==> src/rtl/rtc_irq_pkg.sv <==
package rtc_irq_pkg;

    localparam int SRC_N    = 3;
    localparam int DATA_W   = 8;
    localparam int FIELD_LO = 4;
    localparam int SUM_BIT  = 7;

    localparam int SRC_UPDATE   = 0;
    localparam int SRC_ALARM    = 1;
    localparam int SRC_PERIODIC = 2;

    typedef enum logic {
        FLAG_CLEAR,
        FLAG_PENDING
    } flag_state_e;

    typedef enum logic {
        LINE_IDLE,
        LINE_ACTIVE
    } line_state_e;

endpackage

==> src/rtl/rtc_irq_flag.sv <==
module rtc_irq_flag
    import rtc_irq_pkg::*;
(
    input  logic clk,
    input  logic rst_n,
    input  logic event_i,
    input  logic clear_i,
    output logic pending_o,
    output logic pending_nx_o
);

    flag_state_e state_q;
    flag_state_e state_d;

    // next-state logic: raise, merge, service
    always_comb begin
        state_d = state_q;
        unique case (state_q)
            FLAG_CLEAR: begin
                if (event_i) begin
                    state_d = FLAG_PENDING;
                end
            end
            FLAG_PENDING: begin
                if (clear_i && !event_i) begin
                    state_d = FLAG_CLEAR;
                end
            end
            default: state_d = FLAG_CLEAR;
        endcase
    end

    always_ff @(posedge clk or negedge rst_n) begin
        if (!rst_n) begin
            state_q <= FLAG_CLEAR;
        end else begin
            state_q <= state_d;
        end
    end

    always_comb begin
        pending_o    = (state_q == FLAG_PENDING);
        pending_nx_o = (state_d == FLAG_PENDING);
    end

endmodule

==> src/rtl/rtc_irq_regs.sv <==
module rtc_irq_regs
    import rtc_irq_pkg::*;
#(
    parameter int               ADDR_W   = 4,
    parameter logic [ADDR_W-1:0] ENA_ADDR = 4'hB,
    parameter logic [ADDR_W-1:0] STS_ADDR = 4'hC
) (
    input  logic              clk,
    input  logic              rst_n,
    input  logic              wr_i,
    input  logic              rd_i,
    input  logic [ADDR_W-1:0] addr_i,
    input  logic [DATA_W-1:0] wdata_i,
    input  logic [SRC_N-1:0]  flags_i,
    output logic [SRC_N-1:0]  en_o,
    output logic [SRC_N-1:0]  en_nx_o,
    output logic              clear_o,
    output logic [DATA_W-1:0] rdata_o
);

    localparam int FIELD_HI = FIELD_LO + SRC_N - 1;

    logic [SRC_N-1:0] en_q;
    logic [SRC_N-1:0] en_d;
    logic             ena_hit;
    logic             sts_hit;
    logic             unused_wbits;

    assign ena_hit = (addr_i == ENA_ADDR);
    assign sts_hit = (addr_i == STS_ADDR);
    assign unused_wbits = ^{wdata_i[DATA_W-1:FIELD_HI+1], wdata_i[FIELD_LO-1:0]};

    always_comb begin
        en_d = en_q;
        if (wr_i && ena_hit) begin
            en_d = wdata_i[FIELD_HI:FIELD_LO];
        end
    end

    always_ff @(posedge clk or negedge rst_n) begin
        if (!rst_n) begin
            en_q <= '0;
        end else begin
            en_q <= en_d;
        end
    end

    always_comb begin
        rdata_o = '0;
        if (rd_i) begin
            if (ena_hit) begin
                rdata_o[FIELD_HI:FIELD_LO] = en_q;
            end else if (sts_hit) begin
                rdata_o[FIELD_HI:FIELD_LO] = flags_i;
                rdata_o[SUM_BIT]           = |(flags_i & en_q);
            end
        end
    end

    assign clear_o = rd_i && sts_hit;
    assign en_o    = en_q;
    assign en_nx_o = en_d;

endmodule

==> src/rtl/rtc_irq_line.sv <==
module rtc_irq_line
    import rtc_irq_pkg::*;
(
    input  logic             clk,
    input  logic             rst_n,
    input  logic [SRC_N-1:0] flags_nx_i,
    input  logic [SRC_N-1:0] en_nx_i,
    output logic             irq_n_o
);

    line_state_e state_q;
    line_state_e state_d;
    logic        want;

    assign want = |(flags_nx_i & en_nx_i);

    // assert / release transitions
    always_comb begin
        state_d = state_q;
        unique case (state_q)
            LINE_IDLE:   if (want)  state_d = LINE_ACTIVE;
            LINE_ACTIVE: if (!want) state_d = LINE_IDLE;
            default:     state_d = LINE_IDLE;
        endcase
    end

    always_ff @(posedge clk or negedge rst_n) begin
        if (!rst_n) begin
            state_q <= LINE_IDLE;
        end else begin
            state_q <= state_d;
        end
    end

    always_comb begin
        irq_n_o = (state_q != LINE_ACTIVE);
    end

endmodule

==> src/rtl/rtc_irq_ctrl.sv <==
module rtc_irq_ctrl
    import rtc_irq_pkg::*;
#(
    parameter int               ADDR_W   = 4,
    parameter logic [ADDR_W-1:0] ENA_ADDR = 4'hB,
    parameter logic [ADDR_W-1:0] STS_ADDR = 4'hC
) (
    input  logic              clk,
    input  logic              rst_n,
    input  logic              evt_periodic,
    input  logic              evt_alarm,
    input  logic              evt_update,
    input  logic              reg_wr,
    input  logic              reg_rd,
    input  logic [ADDR_W-1:0] reg_addr,
    input  logic [7:0]        reg_wdata,
    output logic [7:0]        reg_rdata,
    output logic              irq_n
);

    logic [SRC_N-1:0] evt_vec;
    logic [SRC_N-1:0] flag_q;
    logic [SRC_N-1:0] flag_nx;
    logic [SRC_N-1:0] en_q;
    logic [SRC_N-1:0] en_nx;
    logic             sts_clear;

    always_comb begin
        evt_vec               = '0;
        evt_vec[SRC_PERIODIC] = evt_periodic;
        evt_vec[SRC_ALARM]    = evt_alarm;
        evt_vec[SRC_UPDATE]   = evt_update;
    end

    for (genvar g = 0; g < SRC_N; g++) begin : g_src
        rtc_irq_flag u_flag (
            .clk          (clk),
            .rst_n        (rst_n),
            .event_i      (evt_vec[g]),
            .clear_i      (sts_clear),
            .pending_o    (flag_q[g]),
            .pending_nx_o (flag_nx[g])
        );
    end

    rtc_irq_regs #(
        .ADDR_W   (ADDR_W),
        .ENA_ADDR (ENA_ADDR),
        .STS_ADDR (STS_ADDR)
    ) u_regs (
        .clk     (clk),
        .rst_n   (rst_n),
        .wr_i    (reg_wr),
        .rd_i    (reg_rd),
        .addr_i  (reg_addr),
        .wdata_i (reg_wdata),
        .flags_i (flag_q),
        .en_o    (en_q),
        .en_nx_o (en_nx),
        .clear_o (sts_clear),
        .rdata_o (reg_rdata)
    );

    rtc_irq_line u_line (
        .clk        (clk),
        .rst_n      (rst_n),
        .flags_nx_i (flag_nx),
        .en_nx_i    (en_nx),
        .irq_n_o    (irq_n)
    );

endmodule

==> config.mk <==
export PLATFORM = sky130hd
export DESIGN_NAME = rtc_irq_ctrl
export DESIGN_NICKNAME = d
export VERILOG_FILES = /design/src/rtl/rtc_irq_pkg.sv /design/src/rtl/rtc_irq_flag.sv /design/src/rtl/rtc_irq_regs.sv /design/src/rtl/rtc_irq_line.sv /design/src/rtl/rtc_irq_ctrl.sv
export SDC_FILE = /design/constraint.sdc
export NUM_CORES = 1
export LEC_CHECK = 0
export ABC_AREA = 1
export BUFFER_PORTS_ARGS = -buffer_cell sky130_fd_sc_hd__buf_2
export CORE_AREA = 2 2 39 41
export CTS_BUF_LIST = sky130_fd_sc_hd__clkbuf_2
export DETAILED_ROUTE_END_ITERATION = 10
export DIE_AREA = 0 0 41 43
export PLACE_DENSITY = 0.73
export SLEW_MARGIN = 15
export SYNTH_ARGS = -nofsm -noshare
export SYNTH_HDL_FRONTEND = slang
export SYNTH_SLANG_ARGS = --single-unit
==> constraint.sdc <==
create_clock -name clk -period 1.4 [get_ports clk]
set_clock_uncertainty 0.05 [all_clocks]
set_input_delay 0.07 -clock clk [delete_from_list [all_inputs] [get_ports clk]]
set_output_delay 0.07 -clock clk [all_outputs]
set_load 0.03 [all_outputs]
==> impl_summary.log <==
[metrics] setup_tns: 0 ns
[metrics] internal reg-to-reg setup slack: 0.56 ns
[metrics] cell taking the most area after synthesis: sky130_fd_sc_hd__dfrtp_1
[metrics] worst-path maximum fanout: 3
[metrics] Fmax: 0.866 GHz
[metrics] start of the worst register-to-register path: g_src[2].u_flag.pending_o
[metrics] clock tree from TritonCTS: done
[metrics] clock root cell: sky130_fd_sc_hd__clkbuf_2
[metrics] clock transition at the register clock pins on the worst setup and hold paths after CTS: 0.07 ns
[metrics] drt via density: ~4.3
[metrics] placed instance area: around 540 µm²
[metrics] Clk Latency, worst-skew pair: between 0.2 and 0.25 ns
[metrics] ordered cell list for the critical path: nand2_1 -> a31oi_1 -> buf_2
[metrics] number of buffers on the longest clock path: 2
[metrics] share of layout cells above drive strength 1: 0.372
[metrics] die height: roughly 43 µm
[metrics] maximum VDD drop: between 0.0005 and 0.0006 V
[metrics] number of global-route vias before repair: approximately 410
[metrics] total leakage power: 0.000345 µW
[metrics] power density relative to cell area: 927 nW/µm²
[metrics] depth of the most critical reg-to-reg path: 4
[metrics] endpoint of the worst hold path: u_regs.en_o[2]
[metrics] x dimension of the die: just over 40 µm
[metrics] share of the cycle needed by the critical path after routing: 0.825
[metrics] global router's overall resource usage: 0.128
[metrics] CP arrival: ~1.0 ns
[metrics] die area: approximately 1800 µm²
[metrics] library cell contributing the largest single delay on the critical path: sky130_fd_sc_hd__dfrtp_1
[metrics] largest net degree at the start of global routing: 8
[metrics] post-route insts no fill: ~100
[metrics] largest stage delay on the critical path: between 0.3 and 0.4 ns
[metrics] start point of the worst min-delay path: reg_wdata[6]
[metrics] Setup CP Type: flip-flop to output port
[metrics] RSZ-0062 raised after global routing: no
[metrics] IO buf count: 18
[metrics] number of antenna violations at the first check in global routing: 0
[metrics] Critical Path RT: around 1.3 ns
[metrics] layout-stage area growth over the synthesis result: 34.0%
[metrics] reg2reg end: u_line.state_q
[metrics] Design Area, Final: 597 µm²
[metrics] post-synth cell types: 13
[metrics] first-pass GRT wire length: around 1500 µm
[metrics] count of clock tree sinks: 7
[metrics] CORE AREA: about 1400 µm²
[metrics] post-synthesis instance area: approximately 450 µm²
[metrics] WL per Instance: 8.81 µm
[metrics] type of the tightest min-delay check: input pin to flip-flop
[metrics] total count of hold-check failures in the final report: 0
[metrics] minimum clock period: roughly 1.2 ns
[metrics] number of pins exceeding their max-slew limit in the final report: 0
[metrics] sequential area share after synthesis: 0.393
[metrics] placed insts: between 90 and 100
[metrics] number of max-capacitance violations reported: 0
[metrics] Post-CTS Setup Repair Bufs: 0
[metrics] category of cells accounting for the largest share of critical-path delay: flip-flops
[metrics] via count: around 440
[metrics] final antenna-violating net count: 0
[metrics] Routability Congestion: about 0.76
[metrics] count of mapped cells out of synthesis: 61
[metrics] nature of the critical path endpoint: output port
[metrics] mean instance size in the synthesized netlist: roughly 7.3 µm²
[metrics] sum of routed wire length over all layers: about 900 µm
[metrics] fill count: between 100 and 150
[metrics] leftover overflow at the end of global routing: 0
[metrics] Buffers & Inverters on Critical Path: 1
[metrics] Starting Density: 0.322
[metrics] DRC violations left: 0
[metrics] Setup Viol. Count Final: 0
[metrics] site row count: 14
[metrics] outcome: complete, no violations
[metrics] Yosys Warn Count: 0
[metrics] Area contributors post-synth: sky130_fd_sc_hd__dfrtp_1 (39%), sky130_fd_sc_hd__nand2_1 (15%), sky130_fd_sc_hd__nand2_2 (8.4%)
[metrics] portion of synthesized cell area occupied by the leading cell type: 0.393
[metrics] crit start category: flip-flop
[metrics] total CTS buffers: 3
[metrics] CTS HTree Levels: 1
[metrics] number of buffers added to fix hold violations after cts: 4
[metrics] final net count: 106
[metrics] number of detailed-routing iterations run before antenna repair: 3
[metrics] number of cells upsized or downsized after cts: 0
[metrics] flip-flop and latch count after synthesis: 7
[metrics] count of cells along the worst hold path: 3
[metrics] count of inserted antenna diode cells: 0
[metrics] 1st-iter DRT viols: 6
[metrics] top-level port count: 28
[metrics] final setup slack of the worst path: about 0.24 ns
[metrics] placement-stage worst setup slack: approximately 0.38 ns
==> routing by layer <==
layer  global-route usage  up-vias  part of all wire
met4               0.0600        0                 0
met5                    0        -                 0
met2                0.216       13              0.55
met3               0.0471        0             0.052
li1                     -      233                 -
met1                0.131      193              0.39
==> worst min-delay path, stage by stage <==
cell and delay [ns]:
sky130_fd_sc_hd__buf_2 0.08, sky130_fd_sc_hd__nand3_1 0.06, sky130_fd_sc_hd__nand2_1 0.08
==> cells in the final DEF (no fill, tap or decap), drive strengths merged <==
cell type and n:
buf 18, dfrtp 7, inv 9, nand2 24, a21oi 3, dlygate4sd3 4, nand3 9, a31oi 1
conb 4, nor2 3, clkbuf 4
==> synth_stat cells, drive strengths merged <==
library cell and instances:
dfrtp 7, nor2 3, buf 4, a21oi 3
nand2 24, nand3 9, conb 1, inv 9
a31oi 1
==> area by class of cell <==
cell class	count	area, µm²	share of cell area
timing repair buffer	22	130	0.218
sequential	7	175	0.294
inverter	9	33.8	0.0566
clock buffer	4	20.0	0.0335
multi-input combinational	44	218	0.365
tap	16	20.0	0.0335
==> kinds of logic after synthesis <==
group                  share of synthesized area
flip-flops                                 0.393
other                                    0.00842
AO/OA/AOI/OAI                             0.0478
AND/OR/NAND/NOR                            0.407
buffers and inverters                      0.143
==> flip-flops by register name (all words and copies together), names as in the netlist <==
register	count
u_regs.en_o	3
g_src.u_flag.pending_o	3
u_line.state_q	1
==> per-stage QoR <==
stage / hold WS, ns / power, µW / util
2_1_floorplan: -0.276 / 364 / -
3_3_place_gp: -0.145 / 403 / 0.388
3_5_place_dp: -0.141 / 409 / 0.388
4_1_cts: 0.0494 / 565 / 0.431
5_1_grt: 0.0687 / 597 / 0.431
6_report: 0.0594 / 553 / 0.431
==> power by group <==
group          switching (µW)  total, µW  internal [µW]
Combinational             105        162           57.7
Clock                    66.8        143           75.9
Sequential               17.8        248            230
==> how the worst max path moves through the flow <==
stage                              start      endpoint  depth (start not counted)
3_5_place_dp                 reg_addr[0]  reg_rdata[7]                          5
6_report                  u_regs.en_o[0]  reg_rdata[7]                          3
2_1_floorplan             u_regs.en_o[2]  reg_rdata[7]                          2
5_1_grt        g_src[2].u_flag.pending_o  reg_rdata[6]                          3
4_1_cts                   u_regs.en_o[0]  reg_rdata[7]                          3
3_3_place_gp                 reg_addr[0]  reg_rdata[7]                          5
(Power assumes the default switching activity.)
